===== config.mk =====
export PLATFORM = sky130hd
export DESIGN_NAME = sdr_rowkeep_ctrl
export DESIGN_NICKNAME = d
export VERILOG_FILES = /design/src/rtl/sdr_rowkeep_ctrl.sv
export SDC_FILE = /design/constraint.sdc
export NUM_CORES = 1
export LEC_CHECK = 0
export ABC_AREA = 1
export BUFFER_PORTS_ARGS = -buffer_cell sky130_fd_sc_hd__buf_2
export CAP_MARGIN = 25
export CORE_MARGIN = 8
export CORE_UTILIZATION = 52
export DETAILED_ROUTE_END_ITERATION = 8
export GPL_ROUTABILITY_DRIVEN = 1
export PLACE_DENSITY = 0.77
export SYNTH_ARGS = -nofsm -noshare
export SYNTH_HDL_FRONTEND = slang
export SYNTH_SLANG_ARGS = --single-unit

===== constraint.sdc =====
create_clock -name clk -period 2.9 [get_ports clk]
set_input_delay 0.58 -clock clk [delete_from_list [all_inputs] [get_ports clk]]
set_output_delay 0.58 -clock clk [all_outputs]
set_load 0.05 [all_outputs]

===== src/rtl/sdr_rowkeep_ctrl.sv =====
module sdr_rowkeep_ctrl #(
  parameter int DATA_W  = 16,
  parameter int BANK_W  = 2,
  parameter int ROW_W   = 13,
  parameter int COL_W   = 9,
  parameter int REF_W   = 16,
  parameter int T_INIT  = 10000,
  parameter int T_RP    = 3,
  parameter int T_RC    = 9,
  parameter int T_MRD   = 2,
  parameter int T_RCD   = 3,
  parameter int CAS_LAT = 2
) (
  input  logic                          clk,
  input  logic                          rst_n,
  input  logic [REF_W-1:0]              ref_period,
  input  logic                          err_clr,
  input  logic                          req_valid,
  input  logic                          req_write,
  input  logic                          req_seq,
  input  logic [BANK_W+ROW_W+COL_W-1:0] req_addr,
  input  logic [DATA_W-1:0]             req_wdata,
  input  logic [DATA_W/8-1:0]           req_be,
  output logic                          req_ready,
  output logic [DATA_W-1:0]             rd_data,
  output logic                          rd_valid,
  output logic                          ref_err,
  output logic                          sd_cke,
  output logic                          sd_cs_n,
  output logic                          sd_ras_n,
  output logic                          sd_cas_n,
  output logic                          sd_we_n,
  output logic [BANK_W-1:0]             sd_ba,
  output logic [ROW_W-1:0]              sd_addr,
  output logic [DATA_W/8-1:0]           sd_dqm,
  output logic [DATA_W-1:0]             sd_dq_out,
  output logic                          sd_dq_oe,
  input  logic [DATA_W-1:0]             sd_dq_in
);
  localparam int AW = BANK_W + ROW_W + COL_W;
  localparam int BW = DATA_W / 8;
  localparam int NB = 1 << BANK_W;
  localparam int TW = $clog2(T_INIT + T_RC + 2);
  localparam logic [3:0] C_NOP = 4'b0111, C_ACT = 4'b0011, C_RD  = 4'b0101,
                         C_WR  = 4'b0100, C_PRE = 4'b0010, C_REF = 4'b0001,
                         C_MRS = 4'b0000;
  localparam logic [ROW_W-1:0] A10_ALL  = ROW_W'(1024);
  localparam logic [ROW_W-1:0] MODE_VAL = ROW_W'(CAS_LAT * 16);

  typedef enum logic [2:0] {ST_PWR, ST_IREF, ST_MRS, ST_IDLE, ST_ACT, ST_RW, ST_RREF} st_t;

  st_t st, n_st;
  logic [TW-1:0] tmr, n_tmr;
  logic [2:0] icnt, n_icnt;
  logic init_done, mrs_go;
  logic [REF_W-1:0] ref_cnt;
  logic ref_pend, clr_pend, expire;
  logic [NB-1:0] open_v;
  logic [ROW_W-1:0] open_row [NB];
  logic last_max;
  logic [CAS_LAT:0] rd_sh;

  logic r_wr;
  logic [BANK_W-1:0] r_ba;
  logic [ROW_W-1:0] r_row;
  logic [COL_W-1:0] r_col;
  logic [DATA_W-1:0] r_dq;
  logic [BW-1:0] r_be;

  logic [3:0] cmd_q, n_cmd;
  logic [BANK_W-1:0] ba_q, n_ba;
  logic [ROW_W-1:0] addr_q, n_addr;
  logic [DATA_W-1:0] dq_q, n_dq;
  logic oe_q, n_oe, cke_q;
  logic [BW-1:0] dqm_q, n_dqm;

  logic acc, set_open, clr_bank, clr_all;
  logic [BANK_W-1:0] op_ba;
  logic [ROW_W-1:0] op_row;
  logic do_rw, rw_wr;
  logic [BANK_W-1:0] rw_ba;
  logic [COL_W-1:0] rw_col;
  logic [DATA_W-1:0] rw_dq;
  logic [BW-1:0] rw_be;

  wire [BANK_W-1:0] q_ba  = req_addr[AW-1 -: BANK_W];
  wire [ROW_W-1:0]  q_row = req_addr[COL_W +: ROW_W];
  wire [COL_W-1:0]  q_col = req_addr[COL_W-1:0];
  wire q_hit = open_v[q_ba] && (open_row[q_ba] == q_row) && !(req_seq && last_max);
  wire [REF_W:0] cnt_nx = {1'b0, ref_cnt} + 1'b1;

  assign expire    = init_done && (cnt_nx >= {1'b0, ref_period});
  assign req_ready = (st == ST_IDLE) && (tmr == '0) && !ref_pend;
  assign {sd_cs_n, sd_ras_n, sd_cas_n, sd_we_n} = cmd_q;
  assign sd_ba     = ba_q;
  assign sd_addr   = addr_q;
  assign sd_dq_out = dq_q;
  assign sd_dq_oe  = oe_q;
  assign sd_dqm    = dqm_q;
  assign sd_cke    = cke_q;

  always_comb begin
    n_st = st;  n_icnt = icnt;
    n_tmr = (tmr != '0) ? tmr - 1'b1 : '0;
    n_cmd = C_NOP;  n_ba = '0;  n_addr = '0;  n_dq = '0;  n_oe = 1'b0;  n_dqm = '1;
    acc = 1'b0;  set_open = 1'b0;  clr_bank = 1'b0;  clr_all = 1'b0;  clr_pend = 1'b0;
    mrs_go = 1'b0;  op_ba = r_ba;  op_row = r_row;
    do_rw = 1'b0;  rw_wr = r_wr;  rw_ba = r_ba;  rw_col = r_col;  rw_dq = r_dq;  rw_be = r_be;
    if (tmr == '0) begin
      unique case (st)
        ST_PWR: begin
          n_cmd = C_PRE;  n_addr = A10_ALL;  n_tmr = TW'(T_RP - 1);  n_st = ST_IREF;
        end
        ST_IREF: begin
          n_cmd = C_REF;  n_tmr = TW'(T_RC - 1);  n_icnt = icnt + 3'd1;
          if (icnt == 3'd7) n_st = ST_MRS;
        end
        ST_MRS: begin
          n_cmd = C_MRS;  n_addr = MODE_VAL;  n_tmr = TW'(T_MRD - 1);
          n_st = ST_IDLE;  mrs_go = 1'b1;
        end
        ST_IDLE: begin
          if (ref_pend) begin
            n_cmd = C_PRE;  n_addr = A10_ALL;  clr_all = 1'b1;
            n_tmr = TW'(T_RP - 1);  n_st = ST_RREF;
          end else if (req_valid) begin
            acc = 1'b1;
            if (q_hit) begin
              do_rw = 1'b1;  rw_wr = req_write;  rw_ba = q_ba;  rw_col = q_col;
              rw_dq = req_wdata;  rw_be = req_be;
            end else if (open_v[q_ba]) begin
              n_cmd = C_PRE;  n_ba = q_ba;  clr_bank = 1'b1;
              n_tmr = TW'(T_RP - 1);  n_st = ST_ACT;
            end else begin
              n_cmd = C_ACT;  n_ba = q_ba;  n_addr = q_row;
              set_open = 1'b1;  op_ba = q_ba;  op_row = q_row;
              n_tmr = TW'(T_RCD - 1);  n_st = ST_RW;
            end
          end
        end
        ST_ACT: begin
          n_cmd = C_ACT;  n_ba = r_ba;  n_addr = r_row;  set_open = 1'b1;
          n_tmr = TW'(T_RCD - 1);  n_st = ST_RW;
        end
        ST_RW: begin
          do_rw = 1'b1;  n_st = ST_IDLE;
        end
        ST_RREF: begin
          n_cmd = C_REF;  clr_pend = 1'b1;  n_tmr = TW'(T_RC - 1);  n_st = ST_IDLE;
        end
        default: n_st = ST_PWR;
      endcase
    end
    if (do_rw) begin
      n_cmd  = rw_wr ? C_WR : C_RD;
      n_ba   = rw_ba;
      n_addr = ROW_W'(rw_col);
      n_dq   = rw_wr ? rw_dq : '0;
      n_oe   = rw_wr;
      n_dqm  = rw_wr ? ~rw_be : '0;
    end
  end

  always_ff @(posedge clk or negedge rst_n) begin
    if (!rst_n) begin
      st <= ST_PWR;  tmr <= TW'(T_INIT - 1);  icnt <= '0;  init_done <= 1'b0;
      cmd_q <= C_NOP;  ba_q <= '0;  addr_q <= '0;  dq_q <= '0;  oe_q <= 1'b0;
      dqm_q <= '1;  cke_q <= 1'b0;
      ref_cnt <= '0;  ref_pend <= 1'b0;  ref_err <= 1'b0;
      rd_sh <= '0;  rd_valid <= 1'b0;  rd_data <= '0;  last_max <= 1'b0;
      r_wr <= 1'b0;  r_ba <= '0;  r_row <= '0;  r_col <= '0;  r_dq <= '0;  r_be <= '0;
      open_v <= '0;
      for (int b = 0; b < NB; b++) open_row[b] <= '0;
    end else begin
      st <= n_st;  tmr <= n_tmr;  icnt <= n_icnt;  cke_q <= 1'b1;
      cmd_q <= n_cmd;  ba_q <= n_ba;  addr_q <= n_addr;  dq_q <= n_dq;
      oe_q <= n_oe;  dqm_q <= n_dqm;
      if (mrs_go) init_done <= 1'b1;
      if (init_done) ref_cnt <= expire ? '0 : ref_cnt + 1'b1;
      ref_pend <= (ref_pend && !clr_pend) || expire;
      ref_err  <= (ref_err && !err_clr) || (expire && ref_pend && !clr_pend);
      rd_sh    <= {rd_sh[CAS_LAT-1:0], n_cmd == C_RD};
      rd_valid <= rd_sh[CAS_LAT];
      if (rd_sh[CAS_LAT]) rd_data <= sd_dq_in;
      if (do_rw) last_max <= &rw_col;
      if (acc) begin
        r_wr <= req_write;  r_ba <= q_ba;  r_row <= q_row;  r_col <= q_col;
        r_dq <= req_wdata;  r_be <= req_be;
      end
      if (clr_all) open_v <= '0;
      if (clr_bank) open_v[q_ba] <= 1'b0;
      if (set_open) begin
        open_v[op_ba]   <= 1'b1;
        open_row[op_ba] <= op_row;
      end
    end
  end

  logic [3:0] chk_last;
  logic [TW-1:0] chk_gap;
  always_ff @(posedge clk or negedge rst_n) begin
    if (!rst_n) begin
      chk_last <= C_NOP;  chk_gap <= '0;
    end else if (cmd_q != C_NOP) begin
      chk_last <= cmd_q;  chk_gap <= '0;
    end else if (chk_gap != '1) begin
      chk_gap <= chk_gap + 1'b1;
    end
  end

  assert_ref_gap_R2: assert property (@(posedge clk) disable iff (!rst_n)
    (cmd_q != C_NOP && chk_last == C_REF) |-> (chk_gap >= TW'(T_RC - 1)));
  assert_mrs_gap_R2: assert property (@(posedge clk) disable iff (!rst_n)
    (cmd_q != C_NOP && chk_last == C_MRS) |-> (chk_gap >= TW'(T_MRD - 1)));
  assert_pre_gap_R6: assert property (@(posedge clk) disable iff (!rst_n)
    (cmd_q != C_NOP && chk_last == C_PRE) |-> (chk_gap >= TW'(T_RP - 1)));
  assert_act_to_rw_R4: assert property (@(posedge clk) disable iff (!rst_n)
    ((cmd_q == C_RD || cmd_q == C_WR) && chk_last == C_ACT) |-> (chk_gap >= TW'(T_RCD - 1)));
  assert_no_access_pre_init_R1: assert property (@(posedge clk) disable iff (!rst_n)
    !init_done |-> !(cmd_q == C_ACT || cmd_q == C_RD || cmd_q == C_WR));
  assert_cke_hold_R1: assert property (@(posedge clk) disable iff (!rst_n)
    sd_cke |=> sd_cke);
  assert_err_hold_R11: assert property (@(posedge clk) disable iff (!rst_n)
    (ref_err && !err_clr) |=> ref_err);
endmodule


# Yosys cells after proc, flatten, opt, wreduce, memory -nomap -nowiden
# Index checks and enable logic that the tools add are counted.
[word_totals]
input_bits = 80
output_inout_bits = 58
reg_bits = 198
[op_classes]
addsub = 4
muxes = 119
bitwise = 6
n_reduce_logical = 28
magnitude_cmp = 8
eq_ne = 12
[ops]
columns = ["cell", "count"]
rows = [
  ["$mux 13", 15],
  ["$mux 16", 8],
  ["$mux 14", 5],
  ["$pmux 14 s4", 1],
  ["$bwmux 52", 1],
  ["$pmux 13 s4", 1],
  ["$mux 2", 23],
  ["$mux 9", 5],
  ["$mux 1", 38],
  ["$pmux 3 s5", 2],
  ["$bmux 13 s2", 1],
  ["$demux 13 s2", 1],
  ["$mux 3", 8],
  ["$add 16x1->17 const B", 1],
  ["$ge 17x16->1", 1],
  ["$add 16x1->16 const B", 1],
  ["$mux 4", 4],
  ["$logic_not 14->1", 1],
  ["$reduce_bool 14->1", 1],
  ["$sub 14x1->14 const B", 1],
  ["$eq 13x13->1", 1],
  ["$logic_and 1x1->1", 13],
  ["$eq 3x3->1 const B", 4],
  ["$reduce_and 9->1", 1],
  ["26 further kinds", 39],
]

# Logic depth before layout (Yosys ltp)
# Gate-level depths: netlist of the first run.
[logic_depth]
word_depth = 18
depth_mapped = 21
depth_no_buf = 21

# Least setup slack after synthesis of the first run
# Ideal clock, no wire load.
[synth_path]
path_kind = "register -> register"
startpoint = "register ref_cnt[0]"
endpoint = "register ref_cnt[0]"
setup_ns = 0.138
arrival_ns = 2.584
stages_incl_launch_ff = 20
required_ns = 2.762
setup_slack_ns = 0.178
synth_period_minus_slack_ns = 2.722
cell_sequence = "dfrtp_1 > ha_1 > nand2_1 > nor2_1 > nand2_1 > nor3_1 > nand2_1 > o21ai_0 > inv_1 > ha_1 > nand2_1 > nor2_1 > nand2_1 > nand2_1 > nand2_1 > nand2_1 > nand2_1 > nand3_1 > clkbuf_1 > mux2i_1"
[synth_via]
elab_chain_cells = 4
[synth_lines]
columns = ["element", "line_no", "rtl"]
rows = [
  ["start: declaration", "56", "logic [REF_W-1:0] ref_cnt;"],
  ["start signal: assignment", "179", "if (init_done) ref_cnt <= expire ? '0 : ref_cnt + 1'b1;"],
  ["$add 16x1->17", "90", "wire [REF_W:0] cnt_nx = {1'b0, ref_cnt} + 1'b1;"],
  ["$ge 17x16->1", "92", "assign expire = init_done && (cnt_nx >= {1'b0, ref_period});"],
  ["$logic_and 1x1->1", "92", ""],
  ["$mux 16 (*)", "179", ""],
]
# Every way passes the cells marked *; elsewhere a longest branch is shown, timed or not.
# A chain may end at the register's enable or synchronous reset.

# Final worst setup path of the first run
[layout_path]
startpoint = "register ref_cnt[2]"
endpoint = "register ref_cnt[6]"
# Same word-level chain as after synthesis.

==> results.md, run 1 <==
- Power share of the combinational group: under 10%
- GP Congestion: 0.888
- Drt pass-1 iters: 5
- Final hold vios: 0
- Global-route wire length before repair: about 40,000 um
- I/O Buffers: 136
- TritonCTS clock tree: done
- Mean Syn Cell Area: just over 8 um^2
- Diode count: 0
- Ports: 138
- Worst EP arrival: roughly 3.2 ns
- Status: finished, final reports clean
- Cells after Synth: between 1,000 and 1,500
- Die height: 155 um
- Power Dens Cells: ~450 nW/um^2
- Leakage power: approximately 6.3 nW
- Max Used Layer: met4
- Synthesis-to-layout area growth: 19.6%
- Inst Count DP: roughly 1,600
- Number of flops mapped to enable cells by yosys: 0
- Part of the Yosys area used for sequential elements: roughly half
- Setup Skew: 0.0118 ns
- Flop pwr share: between 50% and 60%
- Fin. max-slew vios: 0
- Drt drc: 0
- Vias: ~8,600
- CTS Buffer Depth: 2
- Clk_lat worst skew: approximately 0.44 ns
- Cell variety after synth: 47
- Min cycle time layout: between 2 and 3 ns
- DP HPWL: ~18,000 um
- DR WL met2: 12,800 um
- H-tree Lvls: 4
- Total CTS buffers: 17
- Layout cells sized above 1: 25.2%
- Hold_buf cts: 0
- Area after DPL: ~11,000 um^2
- CP most frequent cell: nand3_2
- Tot GR Track Use: 20.6%
- Startpoint Class: flip-flop
- RSZ-0062 raised after global routing: yes
- Post-synth ARST share: 100%
- Die X: around 150 um
- Largest net degree at the start of global routing: between 70 and 80
- Initial antenna violation count: 0
- Wl on met1: approximately 11,000 um
- TritonCTS sink count: roughly 200
- Final worst slack: about 0.008 ns
- Critical path cell sequence: nand3_2 -> nor2_4 -> nand3_2 -> nor4_2 -> inv_1 -> nor4_4 -> xor2_1 -> ha_1 -> nand2_2 -> nor2_4 -> nand3_2 -> o211ai_1 -> inv_1 -> nand3_2 -> buf_6 -> o21ai_0
- Design internal power: between 4 and 5 mW
- Critical Path RT: ~3.3 ns
- Fmax achieved: 0.346 GHz
- Final setup fails: 0
- Worst Path Max Fanout: 6
- Syn Std Cell Area: 9980 um^2
- Fill count: roughly 1,500
- Worst r2r src: ref_cnt[2]$_DFFE_PN0P_
- Die ar.: ~24,000 um^2
- Final cell count without fillers: approximately 1,600
- Reg clk slew, reported paths: around 0.080 ns
- Routed Antenna Nets: 0
- Fin area: 11,900 um^2
- Tightest Hold Check Type: primary input to asynchronous set/reset pin
- Reg area: ~4900 um^2
- DR WL/cell: ~16 um
- Multi-input logic area: about 4500 um^2
- Starting DRC count in detailed routing: ~680
- Initial Utilization: 53.2%
- Max VDD drop: about 0.00046 V
- CP max-delay cell: dfrtp_1
- Synth area leaders: dfrtp_1 46%, nand2_1 15%, inv_1 4.6%, o21ai_1 3.6%, dfstp_2 3.4%
- Slew HR: around 56%
- Post-synth top area share: approximately 46%
- Core Region: approximately 19,000 um^2
- Tightest Pin Transition: approximately 0.66 ns
- Tcrit/Tclk final: roughly 100%
- MaxCap Viol Count: 0
- Final net count: 1,477
- Synth Flop Type: dfrtp_1
- Post-synth top area cell: dfrtp_1
- Final WL: 25,300 um
- Num rows: 50
- Sw power: approximately 1.4 mW
- Crit path capture type: flip-flop
- Worst setup path startpoint: ref_cnt[2]$_DFFE_PN0P_
- Gr ovfl total: 0
- #FFs+latches synth: ~200
- Switching share of power: between 20% and 30%
- Vias/cell: 5.31
- Root Buffer: clkbuf_16
- Met3 WL: ~1500 um
- Worst path max stage delay: roughly 0.42 ns
- Critical path type: flip-flop to flip-flop
- Yosys warning count: 0
- Syn Nets: ~1,300
- Clock share of power: a little over two fifths
- Pre-CTS setup slack: -0.0569 ns
- Vias in the first global route: ~8,300
==> final cells by class <==
cell class / instances / share of cell area (%)
Inverter: 137 / 4.36
Clock inverter: 14 / 1.22
Sequential cell: 197 / 41.4
Timing Repair Buffer: 181 / 9.09
Clock buffer: 18 / 3.68
Tap cell: 234 / 2.45
Multi-Input combinational cell: 843 / 37.8
==> layout by cell type, fill, tap and decap left out, types with 4 or more instances in the layout <==
cell type,count
nand2_1,379
dfrtp_1,184
buf_2,134
inv_1,121
o21ai_1,78
nor2_1,77
a21oi_1,41
o21ai_0,39
buf_4,39
nand3_1,36
mux2_2,18
nor2_2,17
clkbuf_16,17
ha_1,15
o22ai_1,14
nand2_2,13
inv_2,13
dfstp_2,13
xor2_1,11
nand4_1,11
nand3_2,10
nor2_4,9
nor3_1,8
o211ai_1,8
nand2_4,7
o21ai_2,5
xnor2_1,4
a21oi_2,4
o22ai_2,4
==> final timing paths <==
| kind | slack, ns | depth (start not counted) | endpoint |
|---|---|---|---|
| max in group asynchronous | 2.00 | 2 | r_row[8]$_DFFE_PN0P_ |
| max | 0.008 | 16 | ref_cnt[6]$_DFFE_PN0P_ |
| min reg2reg | 0.34 | 0 | rd_sh[2]$_DFF_PN0_ |
| min | 0.16 | 1 | ref_cnt[0]$_DFFE_PN0P_ |
| min in group clk | 0.34 | 0 | rd_sh[2]$_DFF_PN0_ |
| max reg2reg | 0.008 | 16 | ref_cnt[6]$_DFFE_PN0P_ |
==> stage by stage <==
stage	total power, mW	hold slack, ns	setup TNS [ns]	util (%)
2_1_floorplan	2.98	0.284	0	-
3_3_place_gp	3.15	0.335	0	58.3
3_5_place_dp	3.15	0.335	-0.324	58.3
4_1_cts	5.44	0.184	0	61.6
5_1_grt	5.59	0.203	-1.05	63.6
6_report	5.41	0.161	0	63.6
==> critical path: cells and delay by family (launching register included) <==
| family | cells | cell delay [ns] |
|---|---|---|
| compound gates | 2 | 0.24 |
| xor+xnor | 1 | 0.34 |
| buf+inv | 3 | 0.39 |
| flops | 1 | 0.42 |
| fa+ha+maj | 1 | 0.32 |
| simple gates | 9 | 1.10 |
==> synthesized netlist by cell type, types with 3 or more instances <==
| cell type | instances |
|---|---|
| o21ai_2 | 3 |
| nand2_2 | 5 |
| inv_1 | 122 |
| a211oi_1 | 4 |
| nor2_4 | 5 |
| mux2_2 | 18 |
| nor2_1 | 83 |
| nand2_1 | 390 |
| nand4_1 | 11 |
| buf_2 | 8 |
| nor4_1 | 3 |
| ha_1 | 20 |
| nand3_2 | 3 |
| a21oi_1 | 43 |
| dfstp_2 | 13 |
| o211ai_1 | 8 |
| nor3_1 | 10 |
| nand2_4 | 4 |
| buf_4 | 5 |
| nand3_1 | 43 |
| buf_6 | 13 |
| nor2_2 | 15 |
| dfrtp_1 | 184 |
| o21ai_1 | 71 |
| o21ai_0 | 48 |
| inv_2 | 13 |
| clkbuf_1 | 14 |
| xnor2_1 | 4 |
| o22ai_1 | 18 |
| xor2_1 | 12 |
==> layer usage <==
layer,vias to the layer above,global-route usage (%)
li1,4228,-
met1,4098,25.3
met2,261,35.8
met3,41,4.07
met4,0,6.53
met5,-,0
==> logic make-up (layout without fill, tap and decap cells) <==
group / Yosys count / after routing / share of synthesized area [%]
other: 2 / 2 / 0.0752
buffers and inverters: 177 / 350 / 7.93
adders and majority gates: 20 / 20 / 2.51
DFF: 197 / 197 / 49.5
and+or+nand+nor: 579 / 580 / 25.0
AOI/OAI and AO/OA: 206 / 206 / 11.4
muxes: 19 / 19 / 2.13
xor gates and xnor gates: 16 / 16 / 1.40
==> timing repair <==
item / 4_1_cts / 5_1_grt
cloned: 0 / 2
gates resized for setup: 5 / 69
pin swaps: 2 / 23
buffers inserted: 3 / 12
setup endpoints to repair: 17 / 34
==> state kept, by name, indices dropped and copies added, names as in the netlist, 2 cells and up <==
register and cells:
open_row 52, r_dq 16, rd_data 16, ref_cnt 16
sd_dq_out 16, tmr 14, r_row 13, sd_addr 13
r_col 9, open_v 4, cmd_q 3, icnt 3
rd_sh 3, st 3, r_ba 2, r_be 2
sd_ba 2, sd_dqm 2
==> power by group through the flow <==
stage | Combinational, mW | Clock (mW) | Sequential [mW]
finish | 0.333 | 2.30 | 2.78
global route | 0.375 | 2.43 | 2.78
CTS | 0.320 | 2.34 | 2.78
detailed placement | 0.317 | 0 | 2.84
global placement | 0.311 | 0 | 2.83
floorplan | 0.146 | 0 | 2.84
(Power assumes the default switching activity.)
==> inputs of run 2 (changes only) <==
CORE_UTILIZATION = 49   (was 52)
PLACE_DENSITY = 0.73   (was 0.77)
==> results.md, run 2 (synthesis results as in run 1) <==
- Status: complete, but fails checks
- Failing checks: setup timing
- Worst r2r src: ref_cnt[0]$_DFFE_PN0P_
- Startpoint Class: flip-flop
- Starting DRC count in detailed routing: 659 (-2.4%)
- FF-to-FF setup slack: -0.04 ns (-0.04 ns)
- Inst Count DP: 1,609 (+2.2%)
- Multi-input logic area: 4530 um^2 (+0.42%)
- Vias: 8,534 (-1.1%)
- Reg-to-Reg End: ref_cnt[6]$_DFFE_PN0P_
- Max VDD drop: 0.000408 V (-11%)
- Gr ovfl total: 0 (unchanged)
- Slew HR: 55.1% (-0.59 points)
- I/O Buffers: 136 (unchanged)
- Overall Power: 5.57 mW (+2.9%)
- Initial Utilization: 49.7% (-3.5 points)
- Max reg flops: 52 (unchanged)
- Tcrit/Tclk final: 101% (+1.5 points)
- Reg with most FFs: open_row
- CP max-delay cell: dfrtp_1
- Reg area: 4950 um^2 (unchanged)
- Tightest Hold Check Type: primary input to asynchronous set/reset pin
- Crit path capture type: flip-flop
- Commonest non-fill, non-tap cell in the layout: nand2_1
- Largest net degree at the start of global routing: 71 (-7.8%)
- Final worst slack: -0.0353 ns (-0.0433 ns)
- Tightest Pin Transition: 0.673 ns (+0.00879 ns)
- CP most frequent cell: nand2_2
- Reg2reg path depth: 18 (+2)
- TritonCTS sink count: 197 (unchanged)
- Vias/cell: 5.15 (-3.0%)
- Power Dens Cells: 463 nW/um^2 (+2.1%)
- Worst EP arrival: 3.30 ns (+0.06 ns)
- Commonest cells after routing, fill and taps aside: 379 x nand2_1, 184 x dfrtp_1, 134 x buf_2
- Die X: 159 um (+2.7%)
- Buf/Inv on CP: 3 (unchanged)
- Total CTS buffers: 17 (unchanged)
- Fin. max-slew vios: 0 (unchanged)
- Worst Path Max Fanout: 8 (+2)
- MaxCap Viol Count: 0 (unchanged)
- Initial antenna violation count: 0 (unchanged)
- Num rows: 52 (+4.0%)
- Root Buffer: clkbuf_16
- Final WL: 25,000 um (-0.98%)
- Critical path type: flip-flop to flip-flop
- Fill count: 1,725 (+12%)
- Die ar.: 25,200 um^2 (+5.5%)
- Final hold vios: 0 (unchanged)
- Worst path max stage delay: 0.40 ns (-0.02 ns)
- Core Region: 20,100 um^2 (+7.1%)
- Synthesis-to-layout area growth: 20.5%
- GP Congestion: 0.903 (+1.8%)
- Critical path cell sequence: ha_2 -> nand2_2 -> nor2_4 -> nand2_2 -> nor3_4 -> nand2_2 -> o21ai_0 -> nand2_2 -> inv_1 -> ha_1 -> nand2_4 -> nor2_2 -> nand3_1 -> o211ai_1 -> inv_1 -> nand3_2 -> buf_6 -> o21ai_4
- Final setup fails: 4 (+4)
- Final net count: 1,473 (-0.27%)
- Layout cells sized above 1: 25.3% (+0.14 points)
- Tot GR Track Use: 19.6% (-1.0 points)
- Delay-heaviest family, CP: simple AND/OR/NAND/NOR gates
- RSZ-0062 raised after global routing: yes
- Diode count: 0 (unchanged)
- Die height: 159 um (+2.7%)
- Hold_buf cts: 0 (unchanged)
- Final cell count without fillers: 1,656 (+2.0%)
- Drt pass-1 iters: 5 (unchanged)
- Global-route wire length before repair: 40,800 um (+1.5%)
- CTS Buffer Depth: 2 (unchanged)
- Setup Skew: 0.0112 ns (-0.000653 ns)
- Clk_lat worst skew: 0.44 ns (about the same)
- Leakage power: 6.28 nW (+0.19%)
- DR WL/cell: 15.1 um (-2.9%)
- Min cycle time layout: 2.94 ns (+0.0433 ns)
- Critical Path RT: 3.26 ns (about the same)
- Drt drc: 0 (unchanged)
- Fmax achieved: 0.341 GHz (-1.5%)
- DP HPWL: 17,700 um (+0.65%)
- Reg clk slew, reported paths: 0.08 ns (about the same)
- Total negative slack: -0.0624 ns (-0.0624 ns)
- Vias in the first global route: 8,380 (+0.95%)
- Routed Antenna Nets: 0 (unchanged)
- Ports: 138 (unchanged)
- TritonCTS clock tree: done
- H-tree Lvls: 4 (unchanged)
[run 2: routing by layer]
layer / up-vias / GRT usage [%] / share of wire [%]
li1: 4212 / - / -
met1: 4041 / 24.4 / 44
met2: 233 / 32.3 / 49
met3: 48 / 4.52 / 5.2
met4: 0 / 7.71 / 2.5
met5: - / 0 / 0
[run 2: cell type report]
type | count | share of cell area (%)
Inverter | 137 | 4.30
Clock inverter | 14 | 1.55
Clock buffer | 18 | 3.57
Timing Repair Buffer | 178 | 9.02
Multi-Input combinational cell | 842 | 37.7
Tap cell | 270 | 2.81
Sequential cell | 197 | 41.1
[run 2: repair_timing]
item,4_1_cts,5_1_grt
setup buffers,3,12
pin swaps,2,27
cloned,0,0
gates resized for setup,10,68
setup endpoints to repair,16,55
[run 2: worst max-delay path by stage]
stage,startpoint,end,cells past startpoint
3_3_place_gp,ref_cnt[0]$_DFFE_PN0P_,ref_cnt[15]$_DFFE_PN0P_,20
5_1_grt,ref_cnt[0]$_DFFE_PN0P_,ref_cnt[0]$_DFFE_PN0P_,18
2_1_floorplan,ref_cnt[0]$_DFFE_PN0P_,ref_cnt[0]$_DFFE_PN0P_,19
3_5_place_dp,ref_cnt[0]$_DFFE_PN0P_,ref_cnt[6]$_DFFE_PN0P_,19
4_1_cts,tmr[0]$_DFF_PN1_,req_ready,11
6_report,ref_cnt[0]$_DFFE_PN0P_,ref_cnt[6]$_DFFE_PN0P_,18
[run 2: power breakdown]
| group | switching [mW] | internal [mW] | total, mW | leakage [nW] |
|---|---|---|---|---|
| combinational | 0.214 | 0.119 | 0.333 | 3.51 |
| sequential | 0.0129 | 2.77 | 2.78 | 2.47 |
| clock | 1.13 | 1.32 | 2.45 | 0.291 |
[run 2: stage by stage]
| stage | utilization, % | area [um^2] | hold slack [ns] | worst slack, ns |
|---|---|---|---|---|
| after global placement | 54.7 | 11000 | 0.338 | 0.0474 |
| after detailed placement | 54.7 | 11000 | 0.335 | -0.135 |
| final | 59.9 | 12000 | 0.132 | -0.0353 |
| after global routing | 59.9 | 12000 | 0.172 | -0.206 |
| after CTS | 58.0 | 11700 | 0.151 | -0.0247 |
| after floorplan | - | 9980 | 0.284 | 0.178 |
